**src/rtl/kcd_pkg.sv**
```systemverilog
package kcd_pkg;

  typedef enum logic [2:0] {
    DET_IDLE  = 3'd0,
    DET_PRE   = 3'd1,
    DET_ARMED = 3'd2,
    DET_HOLD  = 3'd3,
    DET_DONE  = 3'd4
  } det_state_e;

  // action mask bit positions
  localparam int ACT_BAT  = 0;
  localparam int ACT_INTR = 1;
  localparam int ACT_EC   = 2;
  localparam int ACT_RST  = 3;
  localparam int ACT_W    = 4;

endpackage

```
**src/rtl/kcd_detector.sv**
```systemverilog
module kcd_detector
  import kcd_pkg::*;
#(
  parameter int NUM_KEYS = 5,
  parameter int TIMER_W  = 32
) (
  input  logic                clk_i,
  input  logic                rst_ni,
  input  logic [NUM_KEYS-1:0] keys_i,
  input  logic [NUM_KEYS-1:0] pre_sel_i,
  input  logic [TIMER_W-1:0]  pre_time_i,
  input  logic [NUM_KEYS-1:0] combo_sel_i,
  input  logic [TIMER_W-1:0]  det_time_i,
  output logic                fire_o
);

  logic [NUM_KEYS-1:0] pressed;
  logic pre_empty, pre_held;
  logic combo_en, combo_all, combo_none, combo_rise;

  det_state_e         state_q, state_d;
  logic [TIMER_W-1:0] cnt_q, cnt_d;
  logic               cnt_en;
  logic               combo_q;

  always_comb begin
    pressed    = ~keys_i;
    pre_empty  = (pre_sel_i == '0);
    pre_held   = ((pressed & pre_sel_i) == pre_sel_i);
    combo_en   = (combo_sel_i != '0);
    combo_all  = combo_en && ((pressed & combo_sel_i) == combo_sel_i);
    combo_none = ((pressed & combo_sel_i) == '0);
    combo_rise = combo_all && !combo_q;
  end

  // next-state logic; one counter serves both timed phases
  always_comb begin
    state_d = state_q;
    cnt_d   = cnt_q;
    cnt_en  = 1'b0;
    fire_o  = 1'b0;
    if (!combo_en) begin
      state_d = DET_IDLE;
      cnt_d   = '0;
      cnt_en  = (cnt_q != '0);
    end else begin
      case (state_q)
        DET_IDLE: begin
          cnt_d  = '0;
          cnt_en = (cnt_q != '0);
          if (pre_held) begin
            state_d = pre_empty ? DET_ARMED : DET_PRE;
          end
        end
        DET_PRE: begin
          if (!pre_held) begin
            state_d = DET_IDLE;
          end else begin
            cnt_en = 1'b1;
            if (cnt_q == pre_time_i) begin
              state_d = DET_ARMED;
              cnt_d   = '0;
            end else begin
              cnt_d = cnt_q + 1'b1;
            end
          end
        end
        DET_ARMED: begin
          if (!pre_held) begin
            state_d = DET_IDLE;
          end else if (combo_rise) begin
            state_d = DET_HOLD;
            cnt_d   = '0;
            cnt_en  = 1'b1;
          end
        end
        DET_HOLD: begin
          if (!pre_held || !combo_all) begin
            state_d = DET_IDLE;
          end else begin
            cnt_en = 1'b1;
            if (cnt_q == det_time_i) begin
              state_d = DET_DONE;
              fire_o  = 1'b1;
              cnt_d   = '0;
            end else begin
              cnt_d = cnt_q + 1'b1;
            end
          end
        end
        DET_DONE: begin
          if (combo_none) begin
            state_d = DET_IDLE;
          end
        end
        default: state_d = DET_IDLE;
      endcase
    end
  end

  always_ff @(posedge clk_i or negedge rst_ni) begin
    if (!rst_ni) begin
      state_q <= DET_IDLE;
    end else begin
      state_q <= state_d;
    end
  end

  always_ff @(posedge clk_i or negedge rst_ni) begin
    if (!rst_ni) begin
      cnt_q <= '0;
    end else if (cnt_en) begin
      cnt_q <= cnt_d;
    end
  end

  // history resets to "complete" so a combo held through reset needs a release first
  always_ff @(posedge clk_i or negedge rst_ni) begin
    if (!rst_ni) begin
      combo_q <= 1'b1;
    end else begin
      combo_q <= combo_all;
    end
  end

endmodule

```
**src/rtl/kcd_pulse_stretch.sv**
```systemverilog
module kcd_pulse_stretch #(
  parameter int WIDTH = 16
) (
  input  logic             clk_i,
  input  logic             rst_ni,
  input  logic             trig_i,
  input  logic [WIDTH-1:0] width_i,
  output logic             pulse_no
);

  logic [WIDTH-1:0] cnt_q, cnt_d;
  logic             cnt_en;

  always_comb begin
    cnt_en = trig_i || (cnt_q != '0);
    cnt_d  = trig_i ? width_i : (cnt_q - 1'b1);
  end

  always_ff @(posedge clk_i or negedge rst_ni) begin
    if (!rst_ni) begin
      cnt_q <= '0;
    end else if (cnt_en) begin
      cnt_q <= cnt_d;
    end
  end

  assign pulse_no = (cnt_q == '0);

endmodule

```
**src/rtl/kcd_actions.sv**
```systemverilog
module kcd_actions
  import kcd_pkg::*;
#(
  parameter int NUM_DET = 4
) (
  input  logic                     clk_i,
  input  logic                     rst_ni,
  input  logic [NUM_DET-1:0]       fire_i,
  input  logic [NUM_DET*ACT_W-1:0] act_mask_i,
  input  logic [NUM_DET-1:0]       status_clr_i,
  output logic                     bat_disable_o,
  output logic                     rst_req_o,
  output logic                     ec_trig_o,
  output logic [NUM_DET-1:0]       status_o,
  output logic                     intr_o
);

  logic [NUM_DET-1:0] bat_hit, intr_hit, ec_hit, rst_hit;
  logic [NUM_DET-1:0] status_q, status_d;
  logic               status_en;
  logic               bat_q, bat_en;
  logic               rst_q;

  for (genvar i = 0; i < NUM_DET; i++) begin : g_hit
    assign bat_hit[i]  = fire_i[i] & act_mask_i[i*ACT_W + ACT_BAT];
    assign intr_hit[i] = fire_i[i] & act_mask_i[i*ACT_W + ACT_INTR];
    assign ec_hit[i]   = fire_i[i] & act_mask_i[i*ACT_W + ACT_EC];
    assign rst_hit[i]  = fire_i[i] & act_mask_i[i*ACT_W + ACT_RST];
  end

  always_comb begin
    status_d  = (status_q & ~status_clr_i) | intr_hit;
    status_en = (status_clr_i != '0) || (intr_hit != '0);
    bat_en    = |bat_hit;
  end

  always_ff @(posedge clk_i or negedge rst_ni) begin
    if (!rst_ni) begin
      status_q <= '0;
    end else if (status_en) begin
      status_q <= status_d;
    end
  end

  always_ff @(posedge clk_i or negedge rst_ni) begin
    if (!rst_ni) begin
      bat_q <= 1'b0;
    end else if (bat_en) begin
      bat_q <= 1'b1;
    end
  end

  always_ff @(posedge clk_i or negedge rst_ni) begin
    if (!rst_ni) begin
      rst_q <= 1'b0;
    end else begin
      rst_q <= |rst_hit;
    end
  end

  assign ec_trig_o     = |ec_hit;
  assign bat_disable_o = bat_q;
  assign rst_req_o     = rst_q;
  assign status_o      = status_q;
  assign intr_o        = |status_q;

endmodule

```
**src/rtl/keycombo_detect.sv**
```systemverilog
module keycombo_detect
  import kcd_pkg::*;
#(
  parameter int NUM_DET  = 4,
  parameter int NUM_KEYS = 5,
  parameter int TIMER_W  = 32,
  parameter int PULSE_W  = 16
) (
  input  logic                        clk_i,
  input  logic                        rst_ni,
  input  logic [NUM_KEYS-1:0]         keys_i,
  input  logic [NUM_DET*NUM_KEYS-1:0] pre_sel_i,
  input  logic [NUM_DET*TIMER_W-1:0]  pre_time_i,
  input  logic [NUM_DET*NUM_KEYS-1:0] combo_sel_i,
  input  logic [NUM_DET*TIMER_W-1:0]  det_time_i,
  input  logic [NUM_DET*ACT_W-1:0]    act_mask_i,
  input  logic [PULSE_W-1:0]          pulse_width_i,
  input  logic [NUM_DET-1:0]          status_clr_i,
  output logic                        bat_disable_o,
  output logic                        intr_o,
  output logic                        ec_rst_no,
  output logic                        rst_req_o,
  output logic [NUM_DET-1:0]          status_o
);

  logic [NUM_DET-1:0] det_fire;
  logic               ec_trig;

  for (genvar i = 0; i < NUM_DET; i++) begin : g_det
    kcd_detector #(
      .NUM_KEYS (NUM_KEYS),
      .TIMER_W  (TIMER_W)
    ) u_det (
      .clk_i       (clk_i),
      .rst_ni      (rst_ni),
      .keys_i      (keys_i),
      .pre_sel_i   (pre_sel_i[i*NUM_KEYS +: NUM_KEYS]),
      .pre_time_i  (pre_time_i[i*TIMER_W +: TIMER_W]),
      .combo_sel_i (combo_sel_i[i*NUM_KEYS +: NUM_KEYS]),
      .det_time_i  (det_time_i[i*TIMER_W +: TIMER_W]),
      .fire_o      (det_fire[i])
    );
  end

  kcd_actions #(
    .NUM_DET (NUM_DET)
  ) u_act (
    .clk_i         (clk_i),
    .rst_ni        (rst_ni),
    .fire_i        (det_fire),
    .act_mask_i    (act_mask_i),
    .status_clr_i  (status_clr_i),
    .bat_disable_o (bat_disable_o),
    .rst_req_o     (rst_req_o),
    .ec_trig_o     (ec_trig),
    .status_o      (status_o),
    .intr_o        (intr_o)
  );

  kcd_pulse_stretch #(
    .WIDTH (PULSE_W)
  ) u_ec (
    .clk_i    (clk_i),
    .rst_ni   (rst_ni),
    .trig_i   (ec_trig),
    .width_i  (pulse_width_i),
    .pulse_no (ec_rst_no)
  );

endmodule

```
**config.mk**
```make
export PLATFORM = sky130hd
export DESIGN_NAME = keycombo_detect
export DESIGN_NICKNAME = d
export VERILOG_FILES = /design/src/rtl/kcd_pkg.sv /design/src/rtl/kcd_detector.sv /design/src/rtl/kcd_pulse_stretch.sv /design/src/rtl/kcd_actions.sv /design/src/rtl/keycombo_detect.sv
export SDC_FILE = /design/constraint.sdc
export NUM_CORES = 1
export LEC_CHECK = 0
export CORE_MARGIN = 5
export CORE_UTILIZATION = 40
export CTS_BUF_LIST = sky130_fd_sc_hd__clkbuf_16
export DETAILED_ROUTE_END_ITERATION = 16
export HOLD_SLACK_MARGIN = 0.1
export PLACE_DENSITY = 0.7
export SLEW_MARGIN = 15
export SYNTH_ARGS = -nofsm -noshare
export SYNTH_HDL_FRONTEND = slang
export SYNTH_HIERARCHICAL = 1
export SYNTH_SLANG_ARGS = --single-unit
```
**constraint.sdc**
```tcl
create_clock -name clk_i -period 2.7 [get_ports clk_i]
set_input_delay 0.27 -clock clk_i [delete_from_list [all_inputs] [get_ports clk_i]]
set_output_delay 0.27 -clock clk_i [all_outputs]
set_load 0.05 [all_outputs]
```
After elaboration in Yosys (flattened, before gate mapping):

Cells that the tools add are included.

* reduce and logical (&&, ||, !) cells: 62
* equality and inequality tests: 72
* add/subtract/negate cells: 5
* bitwise gates (word level): 28
* multiplexer cells: 117

Operators by type and width (number)
* $mux 32: 28
* $pmux 32 s4: 4
* $eq 32x32->1: 8
* $add 32x1->32 const B: 4
* $reduce_bool 32->1: 4
* $mux 3: 36
* $pmux 3 s5: 4
* $ne 4x4->1 const B: 12
* $and 5x5->5: 8
* $eq 5x5->1: 8
* $logic_not 5->1: 8
* $mux 1: 36
* $ne 3x2->1 const B: 12
* $ne 3x3->1 const B: 12
* $eq 3x2->1 const B: 8
* $reduce_and 6->1: 4
* $ne 5x5->1 const B: 4
* $reduce_and 5->1: 4
* $reduce_bool 5->1: 4
* $and 1x1->1: 16
* $logic_not 16->1: 1
* $mux 16: 1
* $pmux 1 s4: 4
* $reduce_bool 16->1: 1
* 14 further kinds: 53

* input port bits: 339
* output and inout bits: 8
* bits in registers: 166

Longest topological paths before layout:

* depth after elaboration: 12
* gate-level depth with buffers: 13

Modules after synthesis:

The synthesis kept the hierarchy.

By module, submodules not included
* kcd_detector at g_det[2].u_det ...: cells each 385, instances 2, sequential area each 902.1 µm², area each 3173.0 µm²
* kcd_detector at g_det[0].u_det ...: cells each 391, instances 2, sequential area each 902.1 µm², area each 3161.8 µm²
* kcd_pulse_stretch: cells each 108, instances 1, sequential area each 400.4 µm², area each 1022.2 µm²
* kcd_actions: cells each 28, instances 1, sequential area each 150.1 µm², area each 262.8 µm²

Worst setup path after synthesis:

Ideal clock, no wire load.

* path kind: register to register
* start point: register g_det[2].u_det.state_q[1]
* end point: register u_ec.cnt_q[15]
* arrival: 2398 ps
* cell stages (with the launch flop): 12
* period minus slack after synthesis: 2524 ps
* data required time: 2574 ps
* buffers on the path: 2
* slack: 176 ps
* path through: dfrtp_1 clkbuf_1 inv_1 nor4_2 nand3b_1 nor3_1 a22oi_1 nand2_1 clkbuf_1 inv_1 o211a_1 a221o_1

* cells in the longest elaborated chain, start to end: 6
* elaborated cells on any way between the ends: 7

Ends and longest elaborated chain
* from (decl): line kcd_detector.sv:21 `det_state_e state_q, state_d;`
* from (signal assigned): line kcd_detector.sv:105 `state_q <= state_d;`
* $eq 3x2->1 (*): line kcd_detector.sv:47 `case (state_q)`
* $mux 1 (*): line kcd_detector.sv:47
* $mux 1 (*): line kcd_detector.sv:42 `if (!combo_en) begin`
* net det_fire[2]: line keycombo_detect.sv:26 `logic [NUM_DET-1:0] det_fire;`
* $and 1x1->1 (*): line kcd_actions.sv:27 `assign ec_hit[i] = fire_i[i] & act_mask_i[i*ACT_W + ACT_EC];`
* $reduce_or 4->1 (*): line kcd_actions.sv:61 `assign ec_trig_o = |ec_hit;`
* net ec_trig: line keycombo_detect.sv:27 `logic ec_trig;`
* $mux 16 or $logic_or 1x1->1 (tied branches): line kcd_pulse_stretch.sv:16, kcd_pulse_stretch.sv:15
* to (signal assigned): line kcd_pulse_stretch.sv:23 `cnt_q <= cnt_d;`
* to (decl): line kcd_pulse_stretch.sv:11 `logic [WIDTH-1:0] cnt_q, cnt_d;`

The timed path passes the listed nets; every way through them passes the cells marked *.
A chain may end at the register's enable or synchronous reset.

Final worst setup path:

* start point: register g_det[3].u_det.cnt_q[27]
* end point: register g_det[3].u_det.cnt_q[5]

* cells in the longest elaborated chain, start to end: 5
* elaborated cells on any way between the ends: 12

Ends and longest elaborated chain
* from (decl): line kcd_detector.sv:22 `logic [TIMER_W-1:0] cnt_q, cnt_d;`
* from (signal assigned): line kcd_detector.sv:113 `cnt_q <= cnt_d;`
* $eq 32x32->1, on equally long branches: line kcd_detector.sv:82, kcd_detector.sv:60
* $mux 32, on equally long branches: line kcd_detector.sv:82, kcd_detector.sv:60
* $mux 32, on equally long branches: line kcd_detector.sv:78, kcd_detector.sv:56
* $pmux 32 s4: line kcd_detector.sv:47
* $mux 32: line kcd_detector.sv:42

Several ways; a longest one is shown, not always the timed one. The select of a mux whose other input is x is not followed.

==> flow_metrics.tcl <==
set metrics [dict create \
    die_h_um 197 \
    dp_slack_ns -0.407 \
    synth_edf_count 0 \
    nets 2442 \
    die_area_mm2 0.0387 \
    power_density_mw_per_mm2 543 \
    postRouteWirelength_mm 51.3 \
    grt_pass1_vias 14600 \
    criticalPathCategory "reg2reg" \
    drt-vias-per-instance 5.74 \
    fmax_mhz 379 \
    p_leak_uw 0.00823 \
    wire_per_inst_um 20.0 \
    cts-root-buf "clkbuf_16" \
    grt_max_degree 74 \
    setup.worst_path.start_class "flop" \
    portBuffers 346 \
    maxCapViolCount 0 \
    start_util 0.405 \
    utilization 0.570 \
    p_int_uw 6410 \
    clkLatencyLatePin_ns 0.43 \
    gp_congestion 0.951 \
    use_met2 0.423 \
    setup_violations 0 \
    final_common_cell "clkdlybuf4s50_1" \
    drt_iter0_markers 1292 \
    area.growth.synth_to_final_pct 40.7 \
    pwr-share-clk 0.231 \
    yosysSeqAreaShare 0.298 \
    antenna_found_initial 11 \
    vias 14800 \
    avgSynthCellArea_um2 8.27 \
    pin_count 347 \
    grt_use_total 0.255 \
    crit_top_cell "buf_4" \
    dp_hpwl_mm 40.6 \
    synth_area_leaders "dfrtp_1, xnor2_1, xor2_1" \
    hp-class "in2reg" \
    p_sw_frac 0.398 \
    ant_nets 0 \
    clk_pin_slew_ns 0.08 \
    ys_types 79 \
    synth_area_mm2 0.0140 \
    ys_warn_count 6 \
    fin_skew_ns 0.0195 \
    tightest_slew_ns 0.744 \
    crit_required_ns 3.01 \
    clockBufferDepth 2 \
    core_mm2 0.0345 \
    timing.final.crit_share 0.978 \
    cp.arrival_ns 2.96 \
    gr-max-usage-layer "met2" \
    layout_common_cells "clkdlybuf4s50_1, buf_4, dfrtp_1" \
    synth_top_cell_area_share 0.291 \
    slowest_delay_ns 0.47 \
    synth_nets 2036 \
    crit_buf_inv 2 \
    grt-ovfl-total 0 \
    grt_pass1_wl_mm 80.0 \
    status "finished clean" \
    syn_inst 1688 \
    ys_ff_latch 166 \
    h-tree-depth 4 \
    ys_async_sr_fraction 1.00 \
    worst_slack_ns 0.0591 \
    cts_sinks 166 \
    drive_gt1_frac 0.143 \
    drc 0 \
    critPathSlowestCell "dfrtp_1" \
    combPwrFrac 0.483 \
    peakVddDrop_v 0.000452 \
    slew_viol_final 0 \
    placement_rows 68 \
    chipWidth_um 197 \
    tritoncts "built" \
    worstPathCellList "buf_4 -> xor2_1 -> nor4_1 -> nand4_1 -> nor2_1 -> a211o_2 -> buf_4 -> o21ai_0 -> a22o_1" \
    power.switching_uw 4240 \
    critPathTopFamily "simple AND/OR/NAND/NOR gates" \
    cts_inserted_buffers 17 \
    layout_min_cycle_time_ns 2.64 \
    seqPwrFrac 0.286 \
    yosysTopAreaCell "dfrtp_1" \
    drtPass1Iterations 6 \
    slew_headroom 0.504 \
    use_met3 0.0436 \
    synthFlopType "dfrtp_1" \
    crit_path_end_kind "flop" \
    final_hold_viol_count 0 \
    grtUsageMet1 0.341 \
    cp_max_fo 7 \
]
flip-flops by register name, summed over array words and instances (netlist names):
name and count:
u_act/rst_req_o 1, g_det.u_det/state_q 12, g_det.u_det/combo_q 4, g_det.u_det/cnt_q 128, u_act/status_o 4, u_act/bat_disable_o 1, u_ec/cnt_q 16
layer usage:
metal | up-vias | part of all wire | wire [µm]
met5 | - | 0.00092 | 47
met4 | 8 | 0.026 | 1340
met3 | 100 | 0.073 | 3730
met2 | 650 | 0.48 | 24700
met1 | 7073 | 0.42 | 21400
li1 | 6932 | - | -
cells in the mapped netlist (19+ instances only):
cell type / instances
xor2_1: 129
nor4_1: 88
nand4_1: 75
a22o_1: 79
xnor2_1: 134
nor2b_1: 32
nand2_1: 135
nand2b_1: 19
dfrtp_1: 162
nor3_1: 52
o21ai_0: 117
inv_1: 55
and3_1: 42
clkbuf_1: 52
o2bb2ai_1: 20
buf_2: 90
nor2_1: 102
nand3_1: 41
worst register-to-register path, stage by stage, from the launching register on:
cell and delay, ns:
dfrtp_1 0.47, buf_4 0.19, xor2_1 0.15, nor4_1 0.43, nand4_1 0.14, nor2_1 0.31
a211o_2 0.31, buf_4 0.18, o21ai_0 0.10, a22o_1 0.23
path summary, 6_finish.rpt:
check / cells after the start / from / endpoint / slack, ns
min: 3 / pulse_width_i[0] / u_ec/cnt_q[0] / 0.39
min reg2reg: 2 / u_act/bat_disable_o / u_act/bat_disable_o / 0.49
min in group asynchronous: 2 / rst_ni / g_det[3].u_det/cnt_q[31] / 0.42
max: 9 / g_det[3].u_det/cnt_q[27] / g_det[3].u_det/cnt_q[5] / 0.06
max reg2reg: 9 / g_det[3].u_det/cnt_q[27] / g_det[3].u_det/cnt_q[5] / 0.06
max in group asynchronous: 3 / rst_ni / g_det[2].u_det/combo_q / 1.36
cells by family (layout without fill, tap and decap cells):
kind of cell | Yosys count | count (layout) | synth area share
AND/OR/NAND/NOR | 657 | 657 | 0.256
AO/OA/AOI/OAI | 379 | 379 | 0.204
XOR/XNOR | 263 | 263 | 0.165
buffers and inverters | 212 | 630 | 0.0679
flip-flops | 166 | 166 | 0.298
adder cells (fa/ha/maj) | 9 | 9 | 0.00807
multiplexers | 2 | 2 | 0.00143
other | 0 | 9 | 0
stage by stage:
| stage | instance area [µm²] | std cells | hold slack [ns] | setup TNS, ns | power (µW) |
|---|---|---|---|---|---|
| finish | 19600 | 2570 | 0.387 | 0 | 10700 |
| global route | 19600 | 2567 | 0.389 | -0.0000639 | 11300 |
| CTS | 19500 | 2560 | 0.366 | 0 | 10600 |
| detailed placement | 19000 | 2528 | 0.353 | -20.39 | 8110 |
| global placement | 19000 | 2528 | 0.358 | -18.04 | 8010 |
| floorplan | 14000 | 1688 | -0.0256 | 0 | 5870 |
repair_timing:
action / 4_1_cts / 5_1_grt
resized for setup: 1 / 14
endpoints found under the hold margin: 71 / 0
hold buffers: 1 / 0
setup endpoints to repair: 2 / 50
pin swaps: 0 / 4
buffers inserted: 0 / 1
final cells by class:
| type | instances | area [µm²] |
|---|---|---|
| antenna | 9 | 22.5 |
| clock buffer | 17 | 425 |
| clock inverter | 14 | 145 |
| fill | 3074 | 14800 |
| inverter | 55 | 206 |
| multi-input combinational | 1310 | 8920 |
| sequential | 166 | 4160 |
| tap | 455 | 569 |
| timing repair buffer | 544 | 5190 |
power by group through the flow:
stage / Combinational [µW] / Sequential, µW / Clock [µW]
after floorplan: 3070 / 2800 / 0
after CTS: 5070 / 3030 / 2520
after global placement: 4930 / 3080 / 0
after global routing: 5590 / 3070 / 2610
after detailed placement: 5040 / 3070 / 0
final: 5150 / 3040 / 2460
Note: power is estimated with default switching activity, not from simulation.
